--- config.mk ---
export PLATFORM = sky130hd
export DESIGN_NAME = split_read_stamp
export DESIGN_NICKNAME = d
export VERILOG_FILES = /design/src/rtl/split_read_stamp.sv
export SDC_FILE = /design/constraint.sdc
export NUM_CORES = 1
export LEC_CHECK = 0
export CAP_MARGIN = 10
export CELL_PAD_IN_SITES_DETAIL_PLACEMENT = 2
export CELL_PAD_IN_SITES_GLOBAL_PLACEMENT = 2
export CORE_UTILIZATION = 29
export CTS_CLUSTER_SIZE = 16
export DETAILED_ROUTE_END_ITERATION = 16
export PLACE_DENSITY_LB_ADDON = 0.1
export SLEW_MARGIN = 5
export SYNTH_ARGS = -nofsm -noshare
export SYNTH_HDL_FRONTEND = slang
export SYNTH_SLANG_ARGS = --single-unit
--- constraint.sdc ---
create_clock -name clk -period 7.6 [get_ports clk]
set_input_delay 2.28 -clock clk [delete_from_list [all_inputs] [get_ports clk]]
set_output_delay 2.28 -clock clk [all_outputs]
set_load 0.1 [all_outputs]
--- src/rtl/split_read_stamp.sv ---
module split_read_stamp #(
  parameter int CNT_W   = 40,
  parameter int LO_W    = 32,
  parameter int BUS_W   = 32,
  parameter int EN_POS  = 8,
  parameter logic [7:0] LO_OFS = 8'h60,
  parameter logic [7:0] HI_OFS = 8'h64
) (
  input  logic             clk,
  input  logic             rst_n,
  input  logic             tick_en,
  input  logic             rd_en,
  input  logic             wr_en,
  input  logic [7:0]       addr,
  input  logic [BUS_W-1:0] wdata,
  output logic [BUS_W-1:0] rdata
);
  localparam int HI_W = CNT_W - LO_W;

  logic [CNT_W-1:0] cnt;
  logic [HI_W-1:0]  hi_hold;
  logic             run;

  wire lo_rd  = rd_en && (addr == LO_OFS);
  wire hi_rd  = rd_en && (addr == HI_OFS);
  wire hi_wr  = wr_en && (addr == HI_OFS);
  wire adv    = run && tick_en;

  always_ff @(posedge clk) begin
    if (!rst_n) begin
      cnt     <= '0;
      hi_hold <= '0;
      run     <= 1'b0;
    end else begin
      if (adv)   cnt     <= cnt + CNT_W'(1);
      if (lo_rd) hi_hold <= cnt[CNT_W-1:LO_W];
      if (hi_wr) run     <= wdata[EN_POS];
    end
  end

  logic [BUS_W-1:0] lo_view, hi_view;
  always_comb begin
    lo_view = '0;
    lo_view[LO_W-1:0] = cnt[LO_W-1:0];
    hi_view = '0;
    hi_view[HI_W-1:0] = hi_hold;
    hi_view[EN_POS] = run;
  end

  assign rdata = lo_rd ? lo_view : (hi_rd ? hi_view : '0);

  p_hold_r2: assert property (@(posedge clk) disable iff (!rst_n)
    !(run && tick_en) |=> $stable(cnt));
  p_wrap_r3: assert property (@(posedge clk) disable iff (!rst_n)
    (run && tick_en && (&cnt)) |=> (cnt == '0));
  p_snap_r5: assert property (@(posedge clk) disable iff (!rst_n)
    (rd_en && addr == LO_OFS) |=> (hi_hold == $past(cnt[CNT_W-1:LO_W])));
  p_keep_r6: assert property (@(posedge clk) disable iff (!rst_n)
    !(rd_en && addr == LO_OFS) |=> $stable(hi_hold));
  p_en_r7: assert property (@(posedge clk) disable iff (!rst_n)
    !(wr_en && addr == HI_OFS) |=> $stable(run));
  p_idle_r9: assert property (@(posedge clk) disable iff (!rst_n)
    !rd_en |-> (rdata == '0));
  p_unmap_r9: assert property (@(posedge clk) disable iff (!rst_n)
    (addr != LO_OFS && addr != HI_OFS) |-> (rdata == '0));
endmodule

==> impl_metrics.csv, run 1 <==
group,metric,value,unit
run_status,status,"complete, no violations",
synth,synth.area.top_cells,"dfxtp_1 (38%), mux2i_1 (6.2%), and2_1 (5.6%), or4_1 (4.7%), o31ai_1 (4.4%)",
critical_path,path_cells,"clkdlybuf4s50_1 -> nor4bb_1 -> and4b_1 -> buf_4 -> a22o_1 -> buf_12",
critical_path,r2r-start,"cnt[10]",
clock_network,cts_tree,"done",
critical_path,critPathMaxStageDelay,0.45,ns
route,drtPass1Iterations,4,
synth,synth_area,2560,sq um
synth,synth_async_sr_flop_share,0,%
route,vias_per_cell,5.46,
synth,syn_area_per_cell,8.49,sq um
synth,synth_most_common_cell,"dfxtp_1",
critical_path,reg2reg_to,"cnt[30]",
hold_path,holdCritStartpoint,"cnt[21]",
synth,ys_seq_elements,49,
sta,fmax,153,MHz
synth,yosysWarningCount,0,
pwr,peakVddDrop,55.0,uV
layout,antenna_cells,0,
route,finalWirelength,7330,um
synth,synth_edf_count,0,
layout,area_delta_synth_final,34.9,%
clock_network,cts.htree.levels,2,
critical_path,worstPathArrival,4.24,ns
critical_path,path_max_fanout,40,
critical_path,crit_buf_inv,3,
hold_path,holdPathStages,2,
die,core,8380,sq um
route,wl_per_cell,16.8,um
placed_design,place_congestion,0.707,
hold_path,min_path_type,"flop to flop",
clock_network,clkLatencyLatePin,0.30,ns
critical_path,crit_family,"buffers and inverters",
route,drc,0,
critical_path,required,5.32,ns
sta,fin_crit_sh,85.8,%
placed_design,port_buffers,45,
synth,synth_cells,302,
synth,synth.top_cell.area_share,38.2,%
critical_path,rrSetupSlack,5.02,ns
die,start_util,30.6,%
global_routing,grt_start_max_net_pins,41,
die,io-pin-count,77,
synth,synthFlopType,"dfxtp_1",
sta,worstMarginPinSlew,0.928,ns
synth,synth_fp_nets,348,
sta,worst_clock_skew,0.00903,ns
global_routing,grt.total_usage,17.4,%
critical_path,slowest_stage,"clkdlybuf4s50_1",
synth,synth-seq-area-share,38.2,%
synth,synth_cell_types,36,
clock_network,ctsResizeCount,0,
clock_network,cts_sinks,49,
sta,setup_violations,0,
global_routing,grt_pass1_vias,2418,
critical_path,startpoint,"addr[6]",
die,num_rows,33,
critical_path,cp-start-kind,"input port",
sta,max_slew_margin,38.2,%
global_routing,overflow,0,
route,detail-route-antenna-nets,0,
layout,final_core_util,41.3,%
die,dieArea,9220,sq um
critical_path,r2r_cells,4,
clock_network,clockBufferDepth,2,
hold_path,whs_endpoint,"cnt[21]",
global_routing,grt_pass1_wl,12300,um
pwr,p_leak,1.11,nW
sta,hold_viol_final,0,
route,drt-initial-drc-count,44,
sta,rsz0062_at_grt,"no",
clock_network,cts_setup_buffers,0,
critical_path,crit_type,"input port to primary output",
synth,synth_commonest_cells,"dfxtp_1 (49), and2_1 (23), nand2_1 (23)",
clock_network,clock-root-buffer,"clkbuf_8",
clock_network,path_clk_slew,0.09,ns
sta,period_minus_slack,6.52,ns
layout,drive_gt1_share,13.3,%
run,cap_violations,0,
sta,drv_slew,0,
placed_design,dp_hpwl,5170,um
die,die_h,96.0,um
critical_path,end_kind,"primary output",
clock_network,hold_buffers,0,
layout,final_nets,378,
global_routing,antenna_found_initial,0,
pwr,cellPowerDensity,124,nW/um^2
layout,nFillCells,939,
route,route.vias.total,2386,
die,die_x,96.0,um
clock_network,numCtsBuffers,5,
synth,yosys.area.top_type,"dfxtp_1",
sta,finalSetupTns,0,ns
where the power goes:
part | internal, mW | total (mW) | switching, mW | leakage [nW]
logic | 0.00725 | 0.0147 | 0.00748 | 0.670
registers | 0.256 | 0.256 | 0.0000225 | 0.394
clock network | 0.0725 | 0.159 | 0.0868 | 0.0443
total | 0.336 | 0.430 | 0.0943 | 1.11
worst min-delay path, delay by kind of cell (launching register included):
family | cells | cell delay (ns)
muxes | 1 | 0.05
and+or+nand+nor | 1 | 0.06
DFF | 1 | 0.34
cells in the final DEF, fill, tap and decap left out, types with 5 or more instances in the layout:
| cell type | netlist | layout |
|---|---|---|
| nor4_1 | 10 | 10 |
| nand3_1 | 10 | 10 |
| mux2i_1 | 16 | 16 |
| buf_12 | 0 | 32 |
| dfxtp_1 | 49 | 49 |
| nand4_1 | 10 | 10 |
| inv_1 | 7 | 7 |
| or4_1 | 16 | 16 |
| clkbuf_8 | 0 | 6 |
| clkdlybuf4s50_1 | 0 | 13 |
| o31ai_1 | 15 | 15 |
| xnor2_1 | 5 | 5 |
| nor2_1 | 19 | 19 |
| and2_1 | 23 | 23 |
| a22o_1 | 9 | 9 |
| and4_1 | 7 | 7 |
| nand2b_1 | 7 | 7 |
| or3_1 | 5 | 5 |
| xor2_1 | 5 | 5 |
| nand2_1 | 23 | 23 |
| a21oi_1 | 20 | 20 |
logic make-up (layout without fill, tap and decap cells):
| group | after synthesis | in the layout | synth area share, % |
|---|---|---|---|
| AO/OA/AOI/OAI | 54 | 54 | 14.1 |
| XOR/XNOR | 10 | 10 | 3.41 |
| adder cells (fa/ha/maj) | 1 | 1 | 0.488 |
| buffers and inverters | 31 | 61 | 5.27 |
| flip-flops | 49 | 49 | 38.2 |
| multiplexers | 16 | 16 | 6.24 |
| AND/OR/NAND/NOR | 141 | 141 | 32.2 |
flip-flops by register name, summed over array words and instances, names as in the netlist:
signal	count
cnt	40
hi_hold	8
run	1
metal layers:
layer	part of all wire [%]	vias to the layer above	track usage (%)
li1	-	1164	-
met1	46	1192	21.9
met2	51	26	30.6
met3	2.0	4	2.92
met4	0.80	0	4.48
met5	0	-	0
how the worst max path moves through the flow:
stage | endpoint | slack [ns] | depth (start not counted)
after CTS | rdata[4] | 1.05 | 6
after global placement | rdata[6] | 1.08 | 6
after detailed placement | rdata[4] | 1.04 | 6
after global routing | rdata[4] | 0.89 | 6
final | rdata[6] | 1.08 | 6
after floorplan | rdata[2] | 1.28 | 5
stage by stage:
| stage | instance area, sq um | setup slack, ns | hold slack, ns | total power, mW | instances |
|---|---|---|---|---|---|
| floorplan | 2560 | 1.28 | 0.442 | 0.268 | 302 |
| global placement | 3370 | 1.08 | 0.460 | 0.277 | 430 |
| detailed placement | 3370 | 1.04 | 0.487 | 0.278 | 430 |
| CTS | 3460 | 1.05 | 0.502 | 0.440 | 437 |
| global route | 3460 | 0.894 | 0.512 | 0.450 | 437 |
| finish | 3460 | 1.08 | 0.491 | 0.430 | 437 |
layout make-up:
cell class	instances	area, sq um	share of cell area, %
Inverter	7	26.3	0.759
Multi-Input combinational cell	222	1450	41.9
Timing Repair Buffer	47	786	22.7
Tap cell	105	131	3.80
Clock buffer	7	86.3	2.50
Sequential cell	49	981	28.4
Power figures use the tool's default switching activity.
==> run 2: changes to the inputs <==
Settings changed: CTS_CLUSTER_DIAMETER set to 100, CTS_CLUSTER_SIZE 16 to 30.
==> results of run 2 <==
The final DEF is identical to that of run 1; final timing and power are the same.
